[config.mk]
export PLATFORM = sky130hd
export DESIGN_NAME = sal_tx
export DESIGN_NICKNAME = d
export VERILOG_FILES = /design/src/rtl/sal_tx_pkg.sv /design/src/rtl/sal_bit_clock.sv /design/src/rtl/sal_frame_seq.sv /design/src/rtl/sal_frame_shadow.sv /design/src/rtl/sal_tx.sv
export SDC_FILE = /design/constraint.sdc
export NUM_CORES = 1
export LEC_CHECK = 0
export ABC_AREA = 0
export CAP_MARGIN = 0
export CELL_PAD_IN_SITES_DETAIL_PLACEMENT = 1
export CELL_PAD_IN_SITES_GLOBAL_PLACEMENT = 2
export CORE_ASPECT_RATIO = 1.75
export CORE_MARGIN = 5
export CORE_UTILIZATION = 45
export CTS_CLUSTER_DIAMETER = 80
export DETAILED_ROUTE_END_ITERATION = 6
export DONT_BUFFER_PORTS = 1
export PLACE_DENSITY = 0.95
export REMOVE_ABC_BUFFERS = 1
export SETUP_SLACK_MARGIN = 0.02
export SYNTH_ARGS = -nofsm -noshare
export SYNTH_HDL_FRONTEND = slang
export SYNTH_HIERARCHICAL = 1
export SYNTH_SLANG_ARGS = --single-unit
[constraint.sdc]
create_clock -name clk -period 9.15 [get_ports clk]
set_input_delay 1.83 -clock clk [delete_from_list [all_inputs] [get_ports clk]]
set_output_delay 1.83 -clock clk [all_outputs]
set_load 0.01 [all_outputs]
[src/rtl/sal_tx_pkg.sv]
`timescale 1ns/1ps
package sal_tx_pkg;
  localparam int SLOT_BITS   = 8;
  localparam int NUM_SLOTS   = 9;
  localparam int FRAME_BITS  = SLOT_BITS * NUM_SLOTS;
  localparam int IDX_W       = $clog2(FRAME_BITS);
  localparam int DEF_W       = 5;
  localparam int APS_W       = 4;
  localparam int BYTE_W      = 8;
  localparam int REI_FIELD_W = 2 * SLOT_BITS;

  // Slot numbers (zero based, in transmission order).
  localparam int SLOT_DEF = 0;
  localparam int SLOT_K1  = 1;
  localparam int SLOT_K2  = 2;
  localparam int SLOT_APS = 3;
  localparam int SLOT_S1  = 4;
  localparam int SLOT_REI = 5;

  localparam int DEF_MSB = FRAME_BITS - 1 - SLOT_DEF * SLOT_BITS;
  localparam int K1_MSB  = FRAME_BITS - 1 - SLOT_K1  * SLOT_BITS;
  localparam int K2_MSB  = FRAME_BITS - 1 - SLOT_K2  * SLOT_BITS;
  localparam int APS_MSB = FRAME_BITS - 1 - SLOT_APS * SLOT_BITS;
  localparam int S1_MSB  = FRAME_BITS - 1 - SLOT_S1  * SLOT_BITS;
  localparam int REI_MSB = FRAME_BITS - 1 - SLOT_REI * SLOT_BITS;

  typedef logic [FRAME_BITS-1:0] frame_t;

  typedef struct packed {
    logic [DEF_W-1:0]       defects;
    logic [BYTE_W-1:0]      k1;
    logic [BYTE_W-1:0]      k2;
    logic [APS_W-1:0]       aps;
    logic [BYTE_W-1:0]      s1;
    logic [REI_FIELD_W-1:0] rei;
  } status_t;

  // Frame bit FRAME_BITS-1 is sent first; unused positions stay zero.
  function automatic frame_t pack_frame(status_t st);
    frame_t f;
    f = '0;
    f[DEF_MSB -: DEF_W]       = st.defects;
    f[K1_MSB  -: BYTE_W]      = st.k1;
    f[K2_MSB  -: BYTE_W]      = st.k2;
    f[APS_MSB -: APS_W]       = st.aps;
    f[S1_MSB  -: BYTE_W]      = st.s1;
    f[REI_MSB -: REI_FIELD_W] = st.rei;
    return f;
  endfunction
endpackage

[src/rtl/sal_bit_clock.sv]
`timescale 1ns/1ps
module sal_bit_clock #(
  parameter int HALF_DIV = 87
) (
  input  logic clk,
  input  logic rst,
  output logic sclk,
  output logic fall_evt
);
  localparam int CW = (HALF_DIV > 1) ? $clog2(HALF_DIV) : 1;
  localparam logic [CW-1:0] LAST = CW'(HALF_DIV - 1);

  logic [CW-1:0] half_cnt;
  logic          sclk_q;
  logic          tick;

  assign tick = (half_cnt == LAST);

  always_ff @(posedge clk) begin
    if (rst) begin
      half_cnt <= '0;
      sclk_q   <= 1'b1;
    end else begin
      if (tick) begin
        half_cnt <= '0;
        sclk_q   <= ~sclk_q;
      end else begin
        half_cnt <= half_cnt + 1'b1;
      end
    end
  end

  assign sclk     = sclk_q;
  assign fall_evt = tick & sclk_q;
endmodule

[src/rtl/sal_frame_seq.sv]
`timescale 1ns/1ps
module sal_frame_seq
  import sal_tx_pkg::*;
(
  input  logic             clk,
  input  logic             rst,
  input  logic             step,
  output logic [IDX_W-1:0] next_idx,
  output logic             wrap
);
  localparam logic [IDX_W-1:0] LAST = IDX_W'(FRAME_BITS - 1);

  logic [IDX_W-1:0] bit_idx;
  logic             at_last;

  assign at_last = (bit_idx == LAST);
  assign wrap    = step & at_last;

  always_comb begin
    next_idx = bit_idx;
    if (step) next_idx = at_last ? '0 : bit_idx + 1'b1;
  end

  // Starts on the last index so the first falling edge opens frame bit 0.
  always_ff @(posedge clk) begin
    if (rst) bit_idx <= LAST;
    else     bit_idx <= next_idx;
  end
endmodule

[src/rtl/sal_frame_shadow.sv]
`timescale 1ns/1ps
module sal_frame_shadow
  import sal_tx_pkg::*;
(
  input  logic    clk,
  input  logic    rst,
  input  logic    capture,
  input  status_t live,
  output frame_t  frame_view
);
  frame_t packed_live;
  frame_t shadow_q;

  assign packed_live = pack_frame(live);
  assign frame_view  = capture ? packed_live : shadow_q;

  always_ff @(posedge clk) begin
    if (rst)          shadow_q <= '0;
    else if (capture) shadow_q <= packed_live;
  end
endmodule

[src/rtl/sal_tx.sv]
`timescale 1ns/1ps
module sal_tx
  import sal_tx_pkg::*;
#(
  parameter int HALF_DIV = 87,
  parameter int REI_W    = 16
) (
  input  logic             clk,
  input  logic             rst,
  input  logic [DEF_W-1:0] defect_flags,
  input  logic [7:0]       k1_rx,
  input  logic [7:0]       k2_rx,
  input  logic [APS_W-1:0] aps_state,
  input  logic [7:0]       s1_rx,
  input  logic [REI_W-1:0] rei_count,
  output logic             ser_clk,
  output logic             ser_frame,
  output logic             ser_data
);
  logic             fall_evt;
  logic [IDX_W-1:0] next_idx;
  logic [IDX_W-1:0] rev_idx;
  logic             wrap;
  status_t          live;
  frame_t           frame_view;
  logic             data_q;
  logic             frame_q;

  always_comb begin
    live          = '0;
    live.defects  = defect_flags;
    live.k1       = k1_rx;
    live.k2       = k2_rx;
    live.aps      = aps_state;
    live.s1       = s1_rx;
    live.rei[REI_W-1:0] = rei_count;
  end

  sal_bit_clock #(.HALF_DIV(HALF_DIV)) u_clk (
    .clk      (clk),
    .rst      (rst),
    .sclk     (ser_clk),
    .fall_evt (fall_evt)
  );

  sal_frame_seq u_seq (
    .clk      (clk),
    .rst      (rst),
    .step     (fall_evt),
    .next_idx (next_idx),
    .wrap     (wrap)
  );

  sal_frame_shadow u_shadow (
    .clk        (clk),
    .rst        (rst),
    .capture    (wrap),
    .live       (live),
    .frame_view (frame_view)
  );

  assign rev_idx = IDX_W'(FRAME_BITS - 1) - next_idx;

  // Launch on the falling bit-clock edge.
  always_ff @(posedge clk) begin
    if (rst) begin
      data_q  <= 1'b0;
      frame_q <= 1'b0;
    end else if (fall_evt) begin
      data_q  <= frame_view[rev_idx];
      frame_q <= (next_idx == '0);
    end
  end

  assign ser_data  = data_q;
  assign ser_frame = frame_q;
endmodule

==> summary.txt, run 1 <==
Status
  – Status: finished, final reports clean

Detailed routing
  – M1 wire length: 3781 µm
  – Wire per inst: 18.91 µm
  – Via density: approximately 5.4
  – Met2 Wirelength: 5199 µm
  – DR vias: 2756
  – Pre-Repair DR Iteration Count: 4
  – Total Wirelength: 9623 µm
  – Antenna-violating nets left: 0
  – Drt drc: 0
  – Initial DRC Count: 123
  – Metal3 WL: 423 µm
  – Highest metal used: met4

Critical path
  – Crit start category: flip-flop
  – Crit path max fanout: 52
  – WP data required: 9.35 ns
  – WS Path Type: flip-flop to flip-flop
  – Arrival @ worst endpoint: 4.22 ns
  – Crit end category: flip-flop

Power
  – LEAKAGE: 1.945 nW
  – Flop pwr share: 0.518
  – P per Cell Area: 157.3 nW/µm²
  – Psw: 0.1548 mW
  – Sw frac: 0.2059
  – Clk pwr share: 0.477
  – P_int: 0.5972 mW
  – Maximum VDD drop: between 0.1 and 0.15 mV
  – Share of power burned in combinational logic: 0.005

Yosys
  – Yosys cell types: 54
  – Number of synthesized flops with an enable pin: 0
  – Sequential area share after synthesis: 0.4011
  – FFs w/ async S/R, synth: 0
  – Syn Std Cell Area: 4442 µm²
  – Syn Inst Count: 387
  – Avg Cell Area, Syn: 11.48 µm²
  – Yosys Warn Count: 6
  – Top FF cell, synth: dfxtp_1
  – #FFs+latches synth: 89

Die
  – Core Area: about 10000 µm²
  – Initial Util: 0.4537
  – Chip width: between 80 and 90 µm
  – Die Height: 141.4 µm
  – I/O Pins: 54
  – Number of cell rows: between 40 and 50
  – Die area: 12040 µm²

CTS
  – Sink Count: ~90
  – CTS H-tree depth: 3
  – Setup Buffers After CTS: 0
  – Root Buffer: clkbuf_16
  – Worst-path clk slew: 0.06 ns
  – Num CTS Buffers: 9
  – Worst-Skew Late Latency: 0.34 ns
  – CTS tree: done
  – Post-CTS Hold Buffers: 0
  – Post-cts sizing count: 0
  – CTS max path bufs: 2

Finish
  – Area delta synth->final: 7.662%
  – Final Util: 0.4885
  – Seq. cell area: 1782 µm²
  – # diodes: 0
  – Final net count: 434
  – Multi-input logic area: around 2500 µm²
  – FILL cells: roughly 1000
  – Layout cells sized above 1: 0.2370

Global route
  – First-pass GRT wire length: between 15000 and 20000 µm
  – Vias in the first global route: 3113
  – Largest net degree at the start of global routing: 82
  – Gr usage total: 0.1684
  – Initial antenna violation count: 0
  – Total gr overflow: 0

Run
  – Number of max-cap violations: 0

Timing
  – Slew @ Worst Pin: 0.8628 ns
  – Worst relative slew slack: 0.4248
  – Fmax achieved: ~250 MHz
  – RSZ-0062 raised after global routing: false
  – Slew Viols, Final: 0
  – Period utilization: 0.4398
  – Clk_skew: 0.005618 ns
  – Final setup viols: 0
  – TNS Setup: 0 ns
  – Final Hold Fails: 0
  – Fin crit period: 4.024 ns

Worst hold path
  – Worst min path class: flip-flop to flip-flop

Place
  – IO Port Bufs: 0
  – HPWL Detailed: 6505 µm
  – Final RePlAce weighted congestion: 0.7981
-- worst paths after layout --
check | cells past startpoint | slack [ns] | from | to
max | 13 | 5.13 | u_clk/half_cnt[0]$_SDFF_PP0_ | ser_data$_SDFFE_PP0P_
min | 1 | 0.47 | u_clk/half_cnt[0]$_SDFF_PP0_ | u_clk/half_cnt[0]$_SDFF_PP0_
max reg2reg | 13 | 5.13 | u_clk/half_cnt[0]$_SDFF_PP0_ | ser_data$_SDFFE_PP0P_
min reg2reg | 1 | 0.47 | u_clk/half_cnt[0]$_SDFF_PP0_ | u_clk/half_cnt[0]$_SDFF_PP0_
-- cell families after synthesis --
| family | Yosys count | synth area share |
|---|---|---|
| AND/OR/NAND/NOR | 154 | 0.2099 |
| adder cells (fa/ha/maj) | 4 | 0.01127 |
| buffers and inverters | 31 | 0.04366 |
| XOR/XNOR | 8 | 0.01577 |
| flip-flops | 89 | 0.4011 |
| AO/OA/AOI/OAI | 25 | 0.04226 |
| multiplexers | 76 | 0.2761 |
-- cells in the mapped netlist, types with 2 or more instances --
master     n  share of area
nor2b_1   97           0.14
dfxtp_1   89           0.40
mux2_4    47           0.16
nand2_1   13          0.011
mux2i_1   10          0.023
nor2_1    10         0.0085
mux4_2     9          0.046
buf_6      8          0.020
clkbuf_1   8         0.0068
inv_1      7         0.0059
mux4_1     7          0.041
nand3_1    6         0.0068
nand2b_1   5         0.0070
buf_2      4         0.0045
ha_1       4          0.011
o21ai_0    4         0.0045
xnor2_1    4         0.0079
xor2_1     4         0.0079
a21oi_1    3         0.0034
buf_4      3         0.0051
mux2_2     3         0.0076
nand4_1    3         0.0042
nor3_1     3         0.0034
nor4_1     3         0.0042
nand3b_1   2         0.0034
o22ai_1    2         0.0028
or3_1      2         0.0028
-- per-stage QoR --
| stage | worst slack (ns) | hold WS [ns] | power (mW) | area [µm²] | cells |
|---|---|---|---|---|---|
| final | 5.126 | 0.4663 | 0.7521 | 4782 | 509 |
| after global routing | 4.717 | 0.5019 | 0.7849 | 4782 | 509 |
| after floorplan | 4.074 | 0.4297 | 0.4013 | 4274 | 363 |
| after detailed placement | 5.104 | 0.4566 | 0.4024 | 4488 | 493 |
| after global placement | 5.300 | 0.4424 | 0.4022 | 4488 | 493 |
| after CTS | 5.076 | 0.4722 | 0.7613 | 4782 | 509 |
-- power by group through the flow --
stage | registers (mW) | clock network (mW) | logic (mW)
CTS | 0.390 | 0.368 | 0.00414
global route | 0.389 | 0.391 | 0.00461
global placement | 0.398 | 0 | 0.00402
detailed placement | 0.398 | 0 | 0.00406
finish | 0.390 | 0.359 | 0.00399
floorplan | 0.398 | 0 | 0.00329
-- cell type report --
class	instances	area share
Clock buffer	13	0.05651
Clock inverter	3	0.004971
Inverter	7	0.005495
Multi-Input combinational cell	267	0.5199
Sequential cell	89	0.3726
Tap cell	125	0.03271
Timing Repair Buffer	5	0.007849
-- sequential cells by signal, summed over array words and instances, names as in the netlist --
signal	flops
u_clk/half_cnt	7
u_seq/bit_idx	7
ser_data	1
u_clk/sclk	1
ser_frame	1
u_shadow/shadow_q	72
-- layer usage --
metal | vias up | global-route usage
met5 | - | 0
met4 | 0 | 0.07256
met3 | 19 | 0.04997
met2 | 46 | 0.2971
met1 | 1366 | 0.1845
li1 | 1325 | -
-- cells in the final DEF, fill, tap and decap left out, types with 4 or more instances in the layout --
master	count
buf_4	5
clkbuf_16	9
dfxtp_1	89
ha_1	4
inv_1	7
mux2_4	47
mux2i_1	10
mux4_1	7
mux4_2	9
nand2_1	13
nand2b_1	5
nand3_1	6
nor2_1	10
nor2b_1	97
xor2_1	4
-- worst max-delay path, stage by stage, from the launching register on --
cell	delay [ns]
dfxtp_1	0.33
inv_1	0.06
ha_1	0.14
nand2_1	0.10
nor3_2	0.17
buf_4	0.23
and4_4	0.45
buf_4	0.74
mux2_4	0.36
nor2b_1	0.13
a2111oi_0	0.35
and4b_1	0.25
o311ai_0	0.38
o311ai_1	0.16
Power figures use the tool's default switching activity.
==> run 2: changes to the inputs <==
ABC_AREA = 1   (was 0)
CORE_UTILIZATION = 30   (was 45)
PLACE_DENSITY = 0.86   (was 0.95)
clock period = 3.3 ns   (was 9.15 ns; I/O delays follow)
==> summary.txt, run 2 <==
Status
  – Status: finished, final reports clean

CTS
  – Num CTS Buffers: 9
  – Root Buffer: clkbuf_16
  – Worst-path clk slew: 0.06 ns
  – Worst-Skew Late Latency: between 0.3 and 0.4 ns
  – Post-cts sizing count: 0
  – CTS H-tree depth: 3
  – Setup Buffers After CTS: 0
  – Sink Count: 89
  – CTS max path bufs: 2
  – Post-CTS Hold Buffers: 0
  – CTS tree: done

Die
  – Initial Util: 0.3066
  – I/O Pins: 54
  – Number of cell rows: 61
  – Core Area: 15950 µm²
  – Die area: 19060 µm²
  – Chip width: 106.5 µm
  – Die Height: 178.9 µm

Detailed routing
  – Wire per inst: 12.01 µm
  – Via density: 4.446
  – DR vias: ~4400
  – Antenna-violating nets left: 0
  – Initial DRC Count: 140
  – Total Wirelength: 11870 µm
  – Pre-Repair DR Iteration Count: 4
  – Drt drc: 0

Finish
  – Commonest non-fill, non-tap cell in the layout: nand2_1
  – Largest Register: u_shadow/shadow_q
  – Area delta synth->final: 8.186%
  – Max FFs per register: 72
  – Most frequent cells in the layout: 255 x nand2_1, 197 x inv_1, 89 x dfxtp_1, 88 x nor2_1, 68 x nand3_1
  – Largest registers: u_shadow/shadow_q (72), u_clk/half_cnt (7), u_seq/bit_idx (7)
  – Layout cells sized above 1: 0.05882
  – Final net count: ~850
  – Layout Cells excl Fill: a little under 1000
  – # diodes: 0

Global route
  – Total gr overflow: 0
  – Largest net degree at the start of global routing: between 70 and 80
  – Gr usage total: 0.1337
  – Initial antenna violation count: 0
  – Vias in the first global route: around 4700
  – First-pass GRT wire length: 20670 µm

Critical path
  – WS Path Type: flip-flop to flip-flop
  – Worst Path Buf+Inv: 7
  – Worst setup startpoint: u_clk/half_cnt[0]$_SDFF_PP0_
  – Most frequent CP cell: nand2_1
  – Worst path max stage delay: 0.34 ns
  – Crit end category: flip-flop
  – Crit path max fanout: 27
  – Crit path max-delay cell type: dfxtp_1
  – R2R Path Start: u_clk/half_cnt[0]$_SDFF_PP0_
  – Crit start category: flip-flop
  – CP delay by family, top: simple AND/OR/NAND/NOR gates
  – WP data required: between 3 and 4 ns
  – Arrival @ worst endpoint: 3.09 ns

Yosys
  – Synth top cells by count: 255 x nand2_1, 198 x inv_1, 89 x dfxtp_1, 89 x nor2_1, 68 x nand3_1
  – Top cell type's share of synthesized area: 0.3643
  – Yosys Warn Count: 6
  – Avg Cell Area, Syn: 6.038 µm²
  – Syn Std Cell Area: around 5000 µm²
  – Sequential area share after synthesis: 0.3643
  – Ranking of synthesized cells by area: dfxtp_1 36%, nand2_1 20%, inv_1 15%, nand3_1 7.0%, nor2_1 6.8%
  – Yosys cell types: 29
  – Number of synthesized flops with an enable pin: 0
  – FFs w/ async S/R, synth: 0
  – Top FF cell, synth: dfxtp_1
  – #FFs+latches synth: 89
  – Most area-hungry cell type in the Yosys netlist: dfxtp_1
  – Most common cell in the synthesized netlist: nand2_1
  – Syn Inst Count: 810

Place
  – Placed Cells: 972
  – Final RePlAce weighted congestion: between 0.7 and 0.8
  – IO Port Bufs: 0
  – HPWL Detailed: ~8400 µm

Timing
  – Worst hold slack: 0.4040 ns
  – Slew Viols, Final: 0
  – RSZ-0062 raised after global routing: false
  – Clk_skew: ~0.009 ns
  – Slew @ Worst Pin: approximately 0.44 ns
  – Final Hold Fails: 0
  – Final setup viols: 0
  – Period utilization: 0.8553
  – Fin crit period: 2.822 ns
  – Fmax achieved: 354.3 MHz
  – Worst relative slew slack: 0.7054

Power
  – Maximum VDD drop: 0.2094 mV
  – LEAKAGE: 2.995 nW
  – P per Cell Area: approximately 420 nW/µm²

Worst hold path
  – HP Start: rst
  – Worst min path class: input port to flip-flop

Run
  – Number of max-cap violations: 0
-- run 2: cell count changes in the layout (fill, tap and decap cells not counted), moves of 6 or more --
cell and delta:
nor3_1 +20, mux4_1 -7, mux2i_1 -10, mux2_4 -47
nand2_2 +8, nor2_1 +78, mux4_2 -9, nand3_1 +62
inv_1 +190, nand2_1 +242, nor2b_1 -97, inv_2 +6
-- run 2: cells by family (layout without fill, tap and decap cells) --
group / Yosys count / in the layout / synth area share
buffers and inverters: 240 / 229 / 0.2085
xor gates and xnor gates: 5 / 5 / 0.01049
AOI/OAI and AO/OA: 16 / 16 / 0.01868
and+or+nand+nor: 456 / 456 / 0.3878
DFF: 89 / 89 / 0.3643
adders and majority gates: 4 / 4 / 0.01023
-- run 2: final cells by class --
type                       instances  area, µm²
inverter                         204      765.7
fill                            2125      10660
clock inverter                     4      76.32
tap                              189      236.5
clock buffer                      12      246.5
multi-input combinational        481       2092
sequential                        89       1782
timing repair buffer               9      92.59
-- run 2: path summary, 6_finish.rpt --
check | endpoint | slack [ns] | depth (start not counted)
hold reg to reg | u_shadow/shadow_q[7]$_SDFF_PP0_ | 0.44 | 2
hold / removal | u_shadow/shadow_q[24]$_SDFF_PP0_ | 0.40 | 1
setup / recovery | ser_data$_SDFFE_PP0P_ | 0.48 | 25
setup reg to reg | ser_data$_SDFFE_PP0P_ | 0.48 | 25
-- run 2: power by group --
part           internal, mW  total (mW)  switching, mW
clock network         0.687        1.11          0.422
registers              1.08        1.08        0.00375
logic                0.0100      0.0244         0.0144
total                  1.77        2.21          0.440
-- run 2: metal layers --
metal  global-route usage  wire (µm)
met1               0.1368       4850
met2               0.2651       6467
met3              0.02198        223
met4              0.05280        325
met5                    0          0
-- run 2: stage by stage --
stage	instance area (µm²)	setup TNS [ns]	utilization	power, mW	setup slack, ns
floorplan	4637	-33.84	-	1.125	-1.362
global placement	4966	0	0.3113	1.129	0.4296
detailed placement	4966	0	0.3113	1.130	0.3695
CTS	5289	0	0.3316	2.248	0.3236
global route	5291	0	0.3317	2.300	0.09297
finish	5291	0	0.3317	2.213	0.4776
